`src/rtl/fault_frame_pkg.sv`:
```
package fault_frame_pkg;
  localparam int unsigned NUM_FLAGS = 5;
  localparam int unsigned NUM_CH    = 2;

  typedef logic [NUM_FLAGS-1:0] flag_set_t;

  // bit positions within a flag set; slot order inside a group is
  // FL_OVH first down to FL_OC last
  typedef enum int unsigned {
    FL_OC  = 0,
    FL_OT  = 1,
    FL_UV  = 2,
    FL_OVL = 3,
    FL_OVH = 4
  } flag_idx_e;
endpackage

```
`src/rtl/ffe_frame_seq.sv`:
```
module ffe_frame_seq #(
  parameter int unsigned FRAME_LEN = 36,
  localparam int unsigned POS_W = $clog2(FRAME_LEN)
) (
  input  logic             clk,
  input  logic             rst_n,
  input  logic             tick_i,
  input  logic             start_req_i,
  output logic             active_o,
  output logic [POS_W-1:0] pos_o,
  output logic             load_o
);
  localparam logic [POS_W-1:0] LAST = POS_W'(FRAME_LEN - 1);

  logic at_bound;
  assign at_bound = !active_o || (pos_o == LAST);
  assign load_o   = tick_i && at_bound && start_req_i;

  always_ff @(posedge clk or negedge rst_n) begin
    if (!rst_n) begin
      active_o <= 1'b0;
      pos_o    <= '0;
    end else if (tick_i) begin
      if (!at_bound) begin
        pos_o <= pos_o + 1'b1;
      end else if (start_req_i) begin
        active_o <= 1'b1;
        pos_o    <= '0;
      end else begin
        active_o <= 1'b0;
        pos_o    <= '0;
      end
    end
  end

  p_pos_bound_r3: assert property (@(posedge clk) disable iff (!rst_n)
    active_o |-> pos_o <= LAST);

  p_step_r3: assert property (@(posedge clk) disable iff (!rst_n)
    (tick_i && active_o && pos_o != LAST) |=> (active_o && pos_o == $past(pos_o) + 1'b1));

  p_quiet_r10: assert property (@(posedge clk) disable iff (!rst_n)
    !tick_i |=> ($stable(pos_o) && $stable(active_o)));

  p_finish_r8: assert property (@(posedge clk) disable iff (!rst_n)
    (active_o && pos_o != LAST) |=> active_o);
endmodule

```
`src/rtl/ffe_arm.sv`:
```
module ffe_arm #(
  parameter int unsigned NUM_PG = 2
) (
  input  logic              clk,
  input  logic              rst_n,
  input  logic              confirm_i,
  input  logic              load_i,
  input  logic              active_i,
  input  logic [NUM_PG-1:0] pgood_i,
  output logic              start_req_o
);
  logic pend_q;
  logic pg_ok;

  assign pg_ok       = &pgood_i;
  assign start_req_o = pend_q || confirm_i || (active_i && !pg_ok);

  always_ff @(posedge clk or negedge rst_n) begin
    if (!rst_n)         pend_q <= 1'b0;
    else if (load_i)    pend_q <= 1'b0;
    else if (confirm_i) pend_q <= 1'b1;
  end

  p_confirm_kept_r9: assert property (@(posedge clk) disable iff (!rst_n)
    (confirm_i && !load_i) |=> start_req_o);
endmodule

```
`src/rtl/ffe_slot_map.sv`:
```
module ffe_slot_map
  import fault_frame_pkg::*;
#(
  parameter int unsigned ALERT_TICKS = 2,
  parameter int unsigned GAP_TICKS   = 2,
  parameter int unsigned W_OVH       = 1,
  parameter int unsigned W_OVL       = 1,
  parameter int unsigned W_UV        = 4,
  parameter int unsigned W_OT        = 4,
  parameter int unsigned W_OC        = 4,
  parameter int unsigned POS_W       = 6
) (
  input  logic                               active_i,
  input  logic [POS_W-1:0]                   pos_i,
  input  logic [NUM_CH-1:0][NUM_FLAGS-1:0]   flags_i,
  output logic                               line_o
);
  localparam int unsigned E_OVH     = W_OVH;
  localparam int unsigned E_OVL     = E_OVH + W_OVL;
  localparam int unsigned E_UV      = E_OVL + W_UV;
  localparam int unsigned E_OT      = E_UV + W_OT;
  localparam int unsigned GROUP_LEN = E_OT + W_OC;
  localparam int unsigned G_PITCH   = GROUP_LEN + GAP_TICKS;
  localparam int unsigned G_BASE0   = ALERT_TICKS + GAP_TICKS;

  logic [NUM_CH-1:0] grp_bit;
  logic              alert_bit;

  assign alert_bit = (int'(pos_i) < int'(ALERT_TICKS));

  for (genvar g = 0; g < NUM_CH; g++) begin : g_group
    localparam int BASE = int'(G_BASE0 + g * G_PITCH);
    always_comb begin
      int off;
      off        = int'(pos_i) - BASE;
      grp_bit[g] = 1'b0;
      if (off >= 0 && off < int'(GROUP_LEN)) begin
        if (off < int'(E_OVH))     grp_bit[g] = flags_i[g][FL_OVH];
        else if (off < int'(E_OVL)) grp_bit[g] = flags_i[g][FL_OVL];
        else if (off < int'(E_UV))  grp_bit[g] = flags_i[g][FL_UV];
        else if (off < int'(E_OT))  grp_bit[g] = flags_i[g][FL_OT];
        else                        grp_bit[g] = flags_i[g][FL_OC];
      end
    end
  end

  assign line_o = active_i && (alert_bit || (|grp_bit));
endmodule

```
`src/rtl/fault_frame_enc.sv`:
```
module fault_frame_enc
  import fault_frame_pkg::*;
#(
  parameter int unsigned ALERT_TICKS = 2,
  parameter int unsigned GAP_TICKS   = 2,
  parameter int unsigned W_OVH       = 1,
  parameter int unsigned W_OVL       = 1,
  parameter int unsigned W_UV        = 4,
  parameter int unsigned W_OT        = 4,
  parameter int unsigned W_OC        = 4
) (
  input  logic                 clk,
  input  logic                 rst_n,
  input  logic                 tick_i,
  input  logic                 fault_confirm_i,
  input  logic [NUM_FLAGS-1:0] ch1_flags_i,
  input  logic [NUM_FLAGS-1:0] ch2_flags_i,
  input  logic [NUM_CH-1:0]    pgood_i,
  output logic                 fault_o
);
  localparam int unsigned GROUP_LEN = W_OVH + W_OVL + W_UV + W_OT + W_OC;
  localparam int unsigned FRAME_LEN = ALERT_TICKS + NUM_CH * (GAP_TICKS + GROUP_LEN) + GAP_TICKS;
  localparam int unsigned POS_W     = $clog2(FRAME_LEN);

  logic                             active;
  logic [POS_W-1:0]                 pos;
  logic                             load;
  logic                             start_req;
  logic [NUM_CH-1:0][NUM_FLAGS-1:0] snap_q;

  ffe_arm #(.NUM_PG(NUM_CH)) i_arm (
    .clk(clk), .rst_n(rst_n), .confirm_i(fault_confirm_i), .load_i(load),
    .active_i(active), .pgood_i(pgood_i), .start_req_o(start_req)
  );

  ffe_frame_seq #(.FRAME_LEN(FRAME_LEN)) i_seq (
    .clk(clk), .rst_n(rst_n), .tick_i(tick_i), .start_req_i(start_req),
    .active_o(active), .pos_o(pos), .load_o(load)
  );

  always_ff @(posedge clk or negedge rst_n) begin
    if (!rst_n)    snap_q <= '0;
    else if (load) snap_q <= {ch2_flags_i, ch1_flags_i};
  end

  ffe_slot_map #(
    .ALERT_TICKS(ALERT_TICKS), .GAP_TICKS(GAP_TICKS), .W_OVH(W_OVH), .W_OVL(W_OVL),
    .W_UV(W_UV), .W_OT(W_OT), .W_OC(W_OC), .POS_W(POS_W)
  ) i_map (
    .active_i(active), .pos_i(pos), .flags_i(snap_q), .line_o(fault_o)
  );

  p_idle_low_r1: assert property (@(posedge clk) disable iff (!rst_n)
    !active |-> !fault_o);

  p_alert_high_r3: assert property (@(posedge clk) disable iff (!rst_n)
    (active && int'(pos) < int'(ALERT_TICKS)) |-> fault_o);

  p_snap_hold_r6: assert property (@(posedge clk) disable iff (!rst_n)
    !load |=> $stable(snap_q));

  p_start_r2: assert property (@(posedge clk) disable iff (!rst_n)
    (tick_i && fault_confirm_i && !active) |=> (active && pos == '0));
endmodule

```
`config.mk`:
```
export PLATFORM = sky130hd
export DESIGN_NAME = fault_frame_enc
export DESIGN_NICKNAME = d
export VERILOG_FILES = /design/src/rtl/fault_frame_pkg.sv /design/src/rtl/ffe_frame_seq.sv /design/src/rtl/ffe_arm.sv /design/src/rtl/ffe_slot_map.sv /design/src/rtl/fault_frame_enc.sv
export SDC_FILE = /design/constraint.sdc
export NUM_CORES = 1
export LEC_CHECK = 0
export ABC_AREA = 1
export CAP_MARGIN = 20
export CORE_ASPECT_RATIO = 0.8
export CORE_MARGIN = 2
export CORE_UTILIZATION = 28
export CTS_BUF_LIST = sky130_fd_sc_hd__clkbuf_4 sky130_fd_sc_hd__clkbuf_8
export DETAILED_ROUTE_END_ITERATION = 6
export DONT_BUFFER_PORTS = 1
export HOLD_SLACK_MARGIN = 0.06
export PLACE_DENSITY = 0.4
export SLEW_MARGIN = 20
export SYNTH_ARGS = -nofsm -noshare
export SYNTH_HDL_FRONTEND = slang
export SYNTH_SLANG_ARGS = --single-unit
export TNS_END_PERCENT = 20
```
`constraint.sdc`:
```
create_clock -name clk -period 2.4 [get_ports clk]
set_input_delay 0.36 -clock clk [delete_from_list [all_inputs] [get_ports clk]]
set_output_delay 0.36 -clock clk [all_outputs]
set_load 0.05 [all_outputs]
```
After elaboration in Yosys (flattened, before gate mapping)
Index checks and enable logic that the tools add are counted.
- add/subtract/negate cells: 3
- magnitude comparators: 13
- equality and inequality tests: 1
- muxes and demuxes: 14
- reductions and logical operators: 16
- operators with widths (cell ; count):
    32-bit by 5-bit < comparator with 1-bit output (second input constant) ; 4
    32-bit by 1-bit >= comparator with 1-bit output (second input constant) ; 2
    32-bit by 2-bit < comparator with 1-bit output (second input constant) ; 2
    32-bit by 3-bit < comparator with 1-bit output (second input constant) ; 2
    32-bit by 4-bit < comparator with 1-bit output (second input constant) ; 2
    1-bit 2-to-1 mux ; 13
    6-bit by 3-bit subtractor with 7-bit output (second input constant) ; 1
    6-bit by 5-bit subtractor with 7-bit output (second input constant) ; 1
    6-bit by 1-bit adder with 6-bit output (second input constant) ; 1
    6-bit equality test (second input constant) ; 1
    1-bit logical AND ; 6
    6-bit by 2-bit < comparator with 1-bit output (second input constant) ; 1
    6-bit 2-to-1 mux ; 1
    1-bit logical OR ; 4
    2-bit AND reduction ; 2
    1-bit zero test ; 2
    2-bit nonzero test ; 1
    2-bit OR reduction ; 1
- register bits after elaboration: 18
- input bits: 16
- output and inout port bits: 1

Longest topological paths before layout
- depth after elaboration: 10
- mapped depth: 11
- depth with buffers taken out: 11

Hierarchy
Synthesis repeated with hierarchy kept, for this count alone.
- cells, all modules: 164
- area total of the unflattened synthesis: 1137.3 µm²
- by module, submodules not included (module ; instances ; cells each ; area an instance (µm²) ; sequential area each (µm²)):
    ffe_frame_seq ; 1 ; 49 ; 379.1 ; 175.2
    fault_frame_enc ; 1 ; 42 ; 377.9 ; 250.2
    ffe_slot_map ; 1 ; 67 ; 334.1 ; 0.0
    ffe_arm ; 1 ; 6 ; 46.3 ; 25.0

Least setup slack after synthesis
OpenSTA, ideal clock, no wires.
- path kind: flip-flop to output port
- start point: register i_seq.pos_o[2]
- end point: output port fault_o
- arrival: 2054 ps
- required time: 2040 ps
- slack: -14 ps
- cell stages (with the launch flop): 11
- buffers on the path: 0
- path through: dfrtp_1 inv_1 ha_1 inv_1 nand2_1 nand2_1 a21oi_1 nand3_1 nand2_1 nand2_1 a21oi_1
- longest elaborated chain between the ends: 10
- elaborated cells between the ends (all ways): 30
- those cells by class: add/sub (2); order compare (13); mux (10); reduce/logical (5)
- ends and longest elaborated chain (element ; line ; RTL):
    from (decl) ; ffe_frame_seq.sv:10 ; output logic [POS_W-1:0] pos_o,
    from (signal assigned) ; ffe_frame_seq.sv:25 ; pos_o <= pos_o + 1'b1;
    6-bit by 3-bit subtractor with 7-bit output / 6-bit by 5-bit subtractor with 7-bit output (equally long branches) ; ffe_slot_map.sv:35 ; off = int'(pos_i) - BASE;
    32-bit by 5-bit < comparator with 1-bit output ; ffe_slot_map.sv:41 ; else if (off < int'(E_OT)) grp_bit[g] = flags_i[g][FL_OT];
    1-bit 2-to-1 mux ; ffe_slot_map.sv:41 ;
    1-bit 2-to-1 mux ; ffe_slot_map.sv:40 ; else if (off < int'(E_UV)) grp_bit[g] = flags_i[g][FL_UV];
    1-bit 2-to-1 mux ; ffe_slot_map.sv:39 ; else if (off < int'(E_OVL)) grp_bit[g] = flags_i[g][FL_OVL];
    1-bit 2-to-1 mux ; ffe_slot_map.sv:38 ; if (off < int'(E_OVH)) grp_bit[g] = flags_i[g][FL_OVH];
    1-bit 2-to-1 mux ; ffe_slot_map.sv:37 ; if (off >= 0 && off < int'(GROUP_LEN)) begin
    2-bit OR reduction ; ffe_slot_map.sv:47 ; assign line_o = active_i && (alert_bit || (|grp_bit));
    1-bit logical OR (*) ; ffe_slot_map.sv:47 ;
    1-bit logical AND (*) ; ffe_slot_map.sv:47 ;
    to (decl) ; fault_frame_enc.sv:19 ; output logic fault_o
Mark *: on every way between the ends. The rest lies on a longest branch, timed or not.

Worst setup path after layout
- start point: register i_seq.pos_o[3]
- end point: output port fault_o
The elaborated chain is that of the path after synthesis.

==> qor.csv <==
stage;metric;value;unit
synthesis;register area share after synthesis;0.3871;
placed_design;Area after DPL;0.001216;mm²
synthesis;Mapped Cells;159;
sta;Final Cycle Share;0.9332;
sta;Setup-failing EPs final;0;
floorplanning;core footprint;0.003904;mm²
sta;Achievable Freq;446.5;MHz
floorplanning;Die X;76.08;µm
global_route;GRT Util Overall;0.1151;
cts;clk slew on worst S/H paths;0.08;ns
sta;Setup Skew;0.003227;ns
power;PD cells;1154;mW/mm²
sta;Slew headroom;0.4282;
cts;Num Clock Sinks;18;
global_route;Overflow after GRT;0;
routing;Vias;937;
setup_path;critical path launch point type;flip-flop;
power;Gate power share;0.506;
synthesis;Seq cells post-synth;18;
global_route;vias in the first global route;908;
synthesis;post-synthesis mux area share;0;
synthesis;post-synthesis compound-gate area fraction;0.1140;
cts;clk root buf;clkbuf_8;
global_route;largest net degree at the start of global routing;22;
power;Switch Pwr;0.6719;mW
power;Seq pwr share;0.325;
setup_path;Critical Path RT;2.04;ns
job;max-capacitance violation count;0;
placed_design;HPWL Detailed;1927;µm
synthesis;Netlist cell types;16;
setup_path;Crit. End Element;output port;
global_route;global-route wire length before repair;4153;µm
synthesis;adder-cell share of the synthesized area;0.09677;
synthesis;Synth Net Count;184;
cts;Num CTS Buffers;3;
finish;fin area;0.001316;mm²
finish;commonest non-fill, non-tap cells in the layout;52 x nand2_1, 25 x inv_1, 17 x dfrtp_1;
placed_design;Setup WS pre-CTS;0.2666;ns
synthesis;Syn Area/Cell;7.318;µm²
routing;initial DRC count;28;
routing;DR vias/cell;4.279;
floorplanning;IO Pins;17;
floorplanning;num rows;20;
cts;latest clock arrival within the worst-skew pair;0.26;ns
routing;DRC viols;0;
routing;Routed Antenna Nets;0;
setup_path;Critical Path Fanout Max;6;
floorplanning;Initial Util;0.2981;
cts;CTS max path bufs;2;
sta;setup TNS;0;ns
cts;H-tree Lvls;1;
floorplanning;die height;61.66;µm
placed_design;Buffers on Ports;0;
routing;WL/cell;11.54;µm
routing;drt pass-1 iters;4;
sta;Least-Margin Pin Slew;0.8549;ns
finish;area delta synth->final;13.12;%
sta;Max Slew Vio Count;0;
power;Pleak;0.6792;nW
power;Int Power;0.8465;mW
global_route;initial antenna violation count;0;
hold_path;Hold WC Path Type;in2reg;
synthesis;Synth Area in Simple Gates;0.2688;
finish;share of cells above drive strength 1;0.09756;
sta;RSZ-0062 raised after global routing;false;
finish;Core Util, Final;0.3372;
sta;final hold viol count;0;
cts;CTS tree;built;
synthesis;xor/xnor share of the synthesized area;0.02258;
setup_path;crit path DAT;1.88;ns
status;status;completed;
synthesis;synthesized cell area;0.001164;mm²
power;switching part of the total;0.4425;
finish;post-layout net count;190;
finish;number of diodes;0;
setup_path;kind of critical path;reg2out;
sta;PnR worst setup slack;0.1603;ns
sta;Period minus WS final;2.240;ns
finish;most common cell after layout, fill and taps aside;nand2_1;
floorplanning;DIE AREA;0.004691;mm²
routing;Routed WL;2527;µm
synthesis;largest family of logic cells by synthesized area;simple AND/OR/NAND/NOR gates;
sta;Hold WS;0.1901;ns
synthesis;Ys Warns;0;
power;Clk network pwr share;0.169;
placed_design;GP Congestion;0.7968;
power;VDD IR-drop max;0.4478;mV
-- flip-flops by register name (all words and copies together) (netlist names) --
name and count:
i_arm.pend_q 1, i_seq.active_o 1, i_seq.pos_o 6, snap_q 10
-- power by group through the flow --
stage	combinational [mW]	sequential, mW	clock, mW
2_1_floorplan	0.587	0.484	0
3_3_place_gp	0.710	0.508	0
3_5_place_dp	0.711	0.508	0
4_1_cts	0.747	0.493	0.266
5_1_grt	0.891	0.510	0.277
6_report	0.768	0.494	0.256
-- worst paths after layout --
check                                from              to  slack (ns)  depth (start not counted)
max in group asynchronous           rst_n  i_seq.pos_o[1]        1.17                          1
hold / removal                     tick_i  i_seq.pos_o[1]        0.19                          1
setup reg to reg           i_seq.pos_o[3]       snap_q[0]        0.52                          7
hold reg to reg                 snap_q[4]       snap_q[4]        0.54                          2
min in group asynchronous           rst_n  i_seq.pos_o[1]        0.65                          1
setup / recovery           i_seq.pos_o[3]         fault_o        0.16                         11
-- synth_stat cells --
library cell   n  area, µm²
a21oi_1        6      30.03
a31oi_4        1      21.27
buf_2          1      5.000
buf_6          2      22.52
dfrtp_1       18      450.4
ha_1           9      112.6
inv_1         27      101.4
nand2_1       53      198.9
nand2_2        1      6.260
nand3_1       16      80.08
nor2_1         6      22.52
nor3_1         1      5.000
o21ai_0       13      65.06
o21ai_2        1      8.760
o21bai_1       1      7.510
xor2_1         3      26.28
-- final cells by class --
| type | count | area, µm² |
|---|---|---|
| timing repair buffer | 4 | 36.28 |
| multi-input combinational | 111 | 603.1 |
| sequential | 18 | 451.7 |
| clock buffer | 4 | 55.05 |
| inverter | 27 | 101.3 |
| tap | 55 | 68.82 |
| fill | 449 | 2587 |
-- per-layer routing --
layer | up-vias | global-route usage | share of wire
li1 | 506 | - | -
met1 | 417 | 0.1635 | 0.54
met2 | 12 | 0.1811 | 0.41
met3 | 2 | 0.02933 | 0.044
met4 | 0 | 0.02338 | 0.0075
met5 | - | 0 | 0
-- timing repair --
| item | CTS | global route |
|---|---|---|
| pin swaps | 0 | 0 |
| endpoints found under the setup margin | 1 | 1 |
| setup buffers | 1 | 1 |
| resized for setup | 0 | 7 |
| hold endpoints to repair | 18 | 0 |
| hold buffers | 1 | 0 |
-- through the flow --
step	instances	power, mW
6_report	219	1.518
2_1_floorplan	159	1.070
3_3_place_gp	212	1.218
4_1_cts	218	1.506
3_5_place_dp	212	1.219
5_1_grt	219	1.678
-- worst max-delay path, stage by stage, from the launching register on --
cell and delay, ns:
dfrtp_1 0.44, inv_2 0.15, ha_1 0.23, inv_1 0.08, nand2_1 0.08, nand2_1 0.05, nand3_1 0.07, nand3_1 0.08
nand2_1 0.07, nand2_1 0.06, a21oi_2 0.14, buf_6 0.17
-- logic make-up after synthesis --
group           Yosys count
simple gates             77
buf+inv                  30
compound gates           22
flops                    18
fa+ha+maj                 9
xor+xnor                  3
Note: power is estimated with default switching activity, not from simulation.
